**src/rtl/tlq_pkg.sv**
```systemverilog
package tlq_pkg;
    typedef enum logic [0:0] {
        RX_IDLE = 1'b0,
        RX_HELD = 1'b1
    } rx_state_t;

    typedef enum logic [0:0] {
        TX_IDLE = 1'b0,
        TX_WAIT = 1'b1
    } tx_state_t;
endpackage

```
**src/rtl/tlq_sync.sv**
```systemverilog
module tlq_sync #(
    parameter int STAGES = 2
) (
    input  logic clk,
    input  logic rst_n,
    input  logic d,
    output logic q
);
    logic [STAGES-1:0] sr;

    for (genvar i = 0; i < STAGES; i++) begin : g_ff
        if (i == 0) begin : g_first
            always_ff @(posedge clk or negedge rst_n) begin
                if (!rst_n) sr[0] <= 1'b0;
                else        sr[0] <= d;
            end
        end else begin : g_rest
            always_ff @(posedge clk or negedge rst_n) begin
                if (!rst_n) sr[i] <= 1'b0;
                else        sr[i] <= sr[i-1];
            end
        end
    end

    assign q = sr[STAGES-1];
endmodule

```
**src/rtl/tlq_store.sv**
```systemverilog
module tlq_store #(
    parameter int DATA_W = 8,
    parameter int DEPTH  = 4
) (
    input  logic                        clk,
    input  logic                        rst_n,
    input  logic                        wr_en,
    input  logic [DATA_W-1:0]           wr_data,
    input  logic                        rd_en,
    output logic [DATA_W-1:0]           rd_data,
    output logic [$clog2(DEPTH+1)-1:0]  count,
    output logic                        full,
    output logic                        empty
);
    localparam int PTR_W = (DEPTH > 1) ? $clog2(DEPTH) : 1;
    localparam int CNT_W = $clog2(DEPTH+1);
    localparam logic [PTR_W-1:0] LAST = PTR_W'(DEPTH-1);
    localparam logic [CNT_W-1:0] FULL_CNT = CNT_W'(DEPTH);

    logic [DATA_W-1:0] slot [DEPTH];
    logic [PTR_W-1:0]  head, tail;
    logic [CNT_W-1:0]  fill;

    function automatic logic [PTR_W-1:0] step(input logic [PTR_W-1:0] p);
        return (p == LAST) ? '0 : p + 1'b1;
    endfunction

    always_ff @(posedge clk) begin
        if (wr_en) slot[tail] <= wr_data;
    end

    always_ff @(posedge clk or negedge rst_n) begin
        if (!rst_n) begin
            head <= '0;
            tail <= '0;
            fill <= '0;
        end else begin
            if (wr_en) tail <= step(tail);
            if (rd_en) head <= step(head);
            unique case ({wr_en, rd_en})
                2'b10:   fill <= fill + 1'b1;
                2'b01:   fill <= fill - 1'b1;
                default: fill <= fill;
            endcase
        end
    end

    assign rd_data = slot[head];
    assign count   = fill;
    assign full    = (fill == FULL_CNT);
    assign empty   = (fill == '0);
endmodule

```
**src/rtl/tlq_rx.sv**
```systemverilog
module tlq_rx
    import tlq_pkg::*;
(
    input  logic      clk,
    input  logic      rst_n,
    input  logic      go_seen,
    input  logic      full,
    output logic      ack,
    output logic      wr_en,
    output rx_state_t state
);
    rx_state_t state_q, state_d;
    logic      ack_q;
    logic      pending;

    always_ff @(posedge clk or negedge rst_n) begin
        if (!rst_n) state_q <= RX_IDLE;
        else        state_q <= state_d;
    end

    always_ff @(posedge clk or negedge rst_n) begin
        if (!rst_n)     ack_q <= 1'b0;
        else if (wr_en) ack_q <= go_seen;
    end

    always_comb begin
        pending = (go_seen != ack_q);
        wr_en   = pending && !full;
        state_d = state_q;
        unique case (state_q)
            RX_IDLE: if (pending && full) state_d = RX_HELD;
            RX_HELD: if (!full)           state_d = RX_IDLE;
            default:                      state_d = RX_IDLE;
        endcase
    end

    assign ack   = ack_q;
    assign state = state_q;
endmodule

```
**src/rtl/tlq_tx.sv**
```systemverilog
module tlq_tx
    import tlq_pkg::*;
(
    input  logic      clk,
    input  logic      rst_n,
    input  logic      ack_seen,
    input  logic      empty,
    output logic      go,
    output logic      rd_en,
    output tx_state_t state
);
    tx_state_t state_q, state_d;
    logic      go_q;
    logic      launch;

    always_ff @(posedge clk or negedge rst_n) begin
        if (!rst_n) state_q <= TX_IDLE;
        else        state_q <= state_d;
    end

    always_ff @(posedge clk or negedge rst_n) begin
        if (!rst_n)      go_q <= 1'b0;
        else if (launch) go_q <= ~go_q;
    end

    always_comb begin
        launch  = 1'b0;
        rd_en   = 1'b0;
        state_d = state_q;
        unique case (state_q)
            TX_IDLE: if (!empty) begin
                launch  = 1'b1;
                state_d = TX_WAIT;
            end
            TX_WAIT: if (ack_seen == go_q) begin
                rd_en   = 1'b1;
                state_d = TX_IDLE;
            end
            default: state_d = TX_IDLE;
        endcase
    end

    assign go    = go_q;
    assign state = state_q;
endmodule

```
**src/rtl/toggle_link_queue.sv**
```systemverilog
module toggle_link_queue
    import tlq_pkg::*;
#(
    parameter int DATA_W      = 8,
    parameter int DEPTH       = 4,
    parameter int SYNC_STAGES = 2
) (
    input  logic              clk,
    input  logic              rst_n,
    input  logic              in_go,
    input  logic [DATA_W-1:0] in_data,
    output logic              in_ack,
    output logic              out_go,
    output logic [DATA_W-1:0] out_data,
    input  logic              out_ack
);
    localparam int CNT_W = $clog2(DEPTH+1);

    logic             go_seen, ack_seen;
    logic             wr_en, rd_en, full, empty;
    logic [CNT_W-1:0] level_cnt;
    rx_state_t        rx_state;
    tx_state_t        tx_state;

    tlq_sync #(.STAGES(SYNC_STAGES)) u_sync_go (
        .clk(clk), .rst_n(rst_n), .d(in_go), .q(go_seen)
    );

    tlq_sync #(.STAGES(SYNC_STAGES)) u_sync_ack (
        .clk(clk), .rst_n(rst_n), .d(out_ack), .q(ack_seen)
    );

    tlq_rx u_rx (
        .clk(clk), .rst_n(rst_n), .go_seen(go_seen), .full(full),
        .ack(in_ack), .wr_en(wr_en), .state(rx_state)
    );

    tlq_store #(.DATA_W(DATA_W), .DEPTH(DEPTH)) u_store (
        .clk(clk), .rst_n(rst_n),
        .wr_en(wr_en), .wr_data(in_data),
        .rd_en(rd_en), .rd_data(out_data),
        .count(level_cnt), .full(full), .empty(empty)
    );

    tlq_tx u_tx (
        .clk(clk), .rst_n(rst_n), .ack_seen(ack_seen), .empty(empty),
        .go(out_go), .rd_en(rd_en), .state(tx_state)
    );
endmodule

```
**config.mk**
```make
export PLATFORM = sky130hd
export DESIGN_NAME = toggle_link_queue
export DESIGN_NICKNAME = d
export VERILOG_FILES = /design/src/rtl/tlq_pkg.sv /design/src/rtl/tlq_sync.sv /design/src/rtl/tlq_store.sv /design/src/rtl/tlq_rx.sv /design/src/rtl/tlq_tx.sv /design/src/rtl/toggle_link_queue.sv
export SDC_FILE = /design/constraint.sdc
export NUM_CORES = 1
export LEC_CHECK = 0
export ABC_CLOCK_PERIOD_IN_PS = 2500
export BUFFER_PORTS_ARGS = -buffer_cell sky130_fd_sc_hd__buf_4
export CORE_AREA = 10 10 80 82
export CTS_CLUSTER_SIZE = 12
export DETAILED_ROUTE_END_ITERATION = 7
export DIE_AREA = 0 0 90 92
export GPL_TIMING_DRIVEN = 0
export PLACE_DENSITY = 0.58
export SLEW_MARGIN = 30
export SYNTH_ARGS = -nofsm -noshare
export SYNTH_HDL_FRONTEND = slang
export SYNTH_HIERARCHICAL = 1
export SYNTH_SLANG_ARGS = --single-unit
```
**constraint.sdc**
```tcl
create_clock -name clk -period 2.5 [get_ports clk]
set_input_delay 0.5 -clock clk [delete_from_list [all_inputs] [get_ports clk]]
set_output_delay 0.5 -clock clk [all_outputs]
set_load 0.02 [all_outputs]
```
Word level (Yosys, flattened, before mapping)
Memory sizes are Yosys's and may differ from the RTL's.
Index checks and enable logic that the tools add are counted.
- bitwise operators: 2
- muxes and demuxes: 11
- multipliers: 0
- div/mod/pow operators: 0
- reductions and logical operators: 4
- add/subtract/negate cells: 4
- shift-type cells: 0
- order comparisons: 0
- equal/unequal tests: 7
- operator list (cell ; number):
    $mux W1 ; 7
    $eq A2 B2 Y1 const B ; 3
    $pmux W3 S2 ; 1
    $add A2 B1 Y2 const B ; 2
    $mux W2 ; 2
    $add A3 B1 Y3 const B ; 1
    $eq A3 B3 Y1 const B ; 1
    $logic_not A3 Y1 ; 1
    $sub A3 B1 Y3 const B ; 1
    $eq A2 B1 Y1 const B ; 1
    $not A1 Y1 ; 2
    $pmux W1 S2 ; 1
    $reduce_bool A2 Y1 ; 1
    $eq A1 B1 Y1 ; 1
    $logic_and A1 B1 Y1 ; 1
    $logic_not A1 Y1 ; 1
    $ne A1 B1 Y1 ; 1
- output and inout bits: 10
- latch bits: 0
- input port bits: 12
- ROM bits: 0
- memories: 1
- memory bits (writable): 32
- logic and storage cells: 39
- register bits: 14
- memories (memory ; words ; bits a word ; read ports ; clocked after memory_dff ; write ports ; RTL line ; RTL):
    u_store.slot ; 4 ; 8 ; 1 ; 0 ; 1 ; tlq_store.sv:20 ; logic [DATA_W-1:0] slot [DEPTH];

Depth between registers and ports, before layout
- depth after elaboration: 5
- gate-level depth with buffers: 10
- mapped depth without buffers: 10

Hierarchy
The synthesis kept the hierarchy.
- modules (own cells, without submodules) (module ; instances ; cells an instance ; area an instance (um^2) ; sequential area each (um^2)):
    tlq_store ; 1 ; 80 ; 1572.8 ; 1136.1
    tlq_sync ; 2 ; 2 ; 50.0 ; 50.0
    tlq_tx ; 1 ; 7 ; 87.6 ; 50.0
    tlq_rx ; 1 ; 6 ; 86.3 ; 50.0

Worst setup path after synthesis
OpenSTA, ideal clock, no wires.
- path kind: register -> register
- start: register u_store.fill[0] (netlist: u_store/count[0])
- end: register u_store.fill[2] (netlist: u_store/count[2])
- cell stages (with the launch flop): 11
- setup slack: 488 ps
- setup time: 79 ps
- period minus slack after synthesis: 2012 ps
- required time: 2421 ps
- path buffers: 0
- arrival time: 1933 ps
- path through: dfrtp_1 inv_1 and3_1 and2b_2 inv_1 ha_1 inv_1 fa_1 xor2_1 nor2_1 xor2_1
- word-level cells in the longest chain between the ends: 5
- elaborated cells between the ends (all ways): 9
- classes of those cells: add/sub (2); eq/ne (3); mux (1); reduce/logical (3)
- ends and longest elaborated chain (what ; RTL line ; RTL):
    start: declaration ; tlq_store.sv:22 ; logic [CNT_W-1:0] fill;
    start signal: assignment ; tlq_store.sv:41 ; 2'b10: fill <= fill + 1'b1;
    start signal: assignment ; tlq_store.sv:42 ; 2'b01: fill <= fill - 1'b1;
    start signal: assignment ; tlq_store.sv:43 ; default: fill <= fill;
    $eq A3 B3 Y1 (*) ; tlq_store.sv:50 ; assign full = (fill == FULL_CNT);
    named net full ; toggle_link_queue.sv:20 ; logic wr_en, rd_en, full, empty;
    $logic_not A1 Y1 (*) ; tlq_rx.sv:28 ; wr_en = pending && !full;
    $logic_and A1 B1 Y1 (*) ; tlq_rx.sv:28 ;
    named net wr_en ; toggle_link_queue.sv:20 ;
    $eq A2 B1 Y1 or $eq A2 B2 Y1 (tied branches) ; tlq_store.sv:40 ; unique case ({wr_en, rd_en})
    $pmux W3 S2 or $reduce_bool A2 Y1 (tied branches) ; -- ;
Mark *: on every way through the listed nets, which the timed path passes. The rest lies on a longest branch.
A chain may end at the register's enable or synchronous reset.

Worst setup path after layout
Ends and elaborated chain as after synthesis.

==> impl_metrics.py <==
metrics = {
    "run_status": {
        "status": "completed",
    },
    "clock_tree": {
        "root_buffer": "clkbuf_8",
        "hold_buffers": 0,
        "cts_tree": "done",
        "htreeDepth": 2,
        "clkTransAtPathRegs_ps": 80,
        "cts.sinks": 46,
        "cts_buffers": 5,
        "cts_resized": 0,
        "clk_latency_ps": 290,
        "postCtsSetupRepairBufs": 0,
        "clock_path_buffers": 2,
    },
    "route": {
        "drt-wirelength-per-cell_um": 15.3,
        "drcViolationCount": 0,
        "dr.pass1.iters": 4,
        "routed_via_density": 4.63,
        "wirelength_mm": 2.97,
        "drt_iter0_drc": 50,
        "antenna_left": 0,
        "vias": 899,
    },
    "critical_path": {
        "required_ps": 2710,
        "path_class": "flip-flop to flip-flop",
        "reg2regPathDepth": 10,
        "reg2reg_slack_ps": 290,
        "r2r_start": "u_store/count[0]",
        "worstPathArrival_ps": 2420,
        "cp-end-kind": "flip-flop",
        "crit_path_start_kind": "flip-flop",
        "r2r_end": "u_store/count[2]",
        "worst-path-max-fanout": 8,
    },
    "final_layout": {
        "seq_area_um2": 1310,
        "fin_nets": 142,
        "syn_to_final_growth_pct": 19.6,
        "antenna_cells": 0,
        "n_fill_cell": 440,
        "final_layout_size_suffix_gt1_share_pct": 33.9,
        "multi_input_area_um2": 464,
    },
    "floorplanning": {
        "initial_core_util_pct": 36.9,
        "dieHeight_um": 92,
        "coreArea_um2": 4910,
        "dieArea_um2": 8280,
        "die_w_um": 90,
        "row_count": 26,
        "ios": 22,
    },
    "timing": {
        "fin_skew_ps": 5.39,
        "period_minus_slack_ps": 2210,
        "fmax_mhz": 452,
        "report.final.setup_viol": 0,
        "worst_pin_slew_ps": 462,
        "hold_viol_final": 0,
        "final.setup.tns_ps": 0,
        "slew_headroom_pct": 69.2,
        "drv_slew": 0,
        "period_share_pct": 88.4,
        "hold_slack_ps": 44.7,
        "rsz0062_at_grt": "no",
    },
    "power": {
        "p_per_area_nw_per_um2": 1240,
        "p_leak_nw": 0.833,
        "ir_drop_mv": 0.629,
        "p_total_w": 0.00270,
    },
    "synth": {
        "ys_warn_count": 6,
        "syn_avg_cell_area_um2": 19.1,
        "synthCells": 95,
        "syn-num-nets": 114,
        "syn_area_um2": 1810,
    },
    "grt": {
        "grt_max_degree": 15,
        "track_usage_pct": 7.46,
        "grt_pass1_vias": 1019,
        "grt_overflow": 0,
        "antenna_found_initial": 0,
        "grt_pass1_wl_mm": 4.89,
    },
    "flow_run": {
        "maxCapViolations": 0,
    },
    "place": {
        "hpwlAfterDp_mm": 2.12,
        "port_buffers": 21,
        "place.gp.congestion": 0.728,
    },
    "min_path": {
        "holdCritPathClass": "primary input to async pin",
    },
}
[how the worst max path moves through the flow]
stage                          start                to  slack, ps  cells past startpoint
finish              u_store/count[0]  u_store/count[2]        290                     10
CTS                 u_store/count[0]  u_store/count[2]        250                     10
floorplan           u_store/count[0]  u_store/count[2]        510                     10
detailed placement  u_store/count[0]  u_store/count[2]        280                     10
global route        u_store/count[0]  u_store/count[2]        130                     10
global placement    u_store/count[0]  u_store/count[2]        390                     10
[where the power goes]
group	switching [W]	internal [W]	total (W)
combinational	0.000556	0.000489	0.00105
clock	0.000232	0.000298	0.000530
sequential	0.0000855	0.00104	0.00113
total	0.000874	0.00183	0.00270
[state kept, by name, indices dropped and copies added, names as in the netlist]
register and flops:
u_store/head 2, u_store/tail 2, u_sync_ack/q 1, u_tx/go 1, u_store/slot 32, u_sync_go/sr 1
u_rx/ack 1, u_sync_ack/sr 1, u_sync_go/q 1, u_tx/state 1, u_store/count 3
[routing by layer]
| metal | track usage (%) | wire (um) | vias up |
|---|---|---|---|
| met5 | 0 | 0 | - |
| met4 | 2.39 | 22 | 0 |
| met3 | 3.18 | 158 | 5 |
| met2 | 12.7 | 1540 | 24 |
| met1 | 8.30 | 1240 | 467 |
| li1 | - | - | 403 |
[area by class of cell]
class	count	share of cell area, %
multi-input combinational	41	21.4
clock buffer	6	3.34
buffer	2	0.750
timing repair buffer	21	7.27
tap	70	4.04
sequential	46	60.4
inverter	6	1.04
clock inverter	2	1.73
[layout by cell type (no fill, tap or decap), types with 4 or more instances in the layout]
master	instances
and2_1	5
buf_4	21
clkbuf_8	5
dfrtp_1	14
edfxtp_1	32
ha_1	6
inv_1	6
mux4_2	8
xor2_1	4
[worst max-delay path, stage by stage (launching register included)]
cell     delay [ps]
dfrtp_1         410
inv_1           100
and3_1          180
and2b_2         270
inv_1            80
ha_1            190
inv_1            70
fa_1            380
xor2_1          150
nor2_1          130
xor2_1          170
[per-stage QoR]
stage               cell area [um2]  setup WS (ps)  cells  utilization, %
floorplan                      1810            512     95               -
global placement               2060            391    186            41.9
detailed placement             2060            275    186            41.9
CTS                            2170            247    194            44.2
global route                   2170            127    194            44.2
finish                         2170            290    194            44.2
Power figures use the tool's default switching activity.
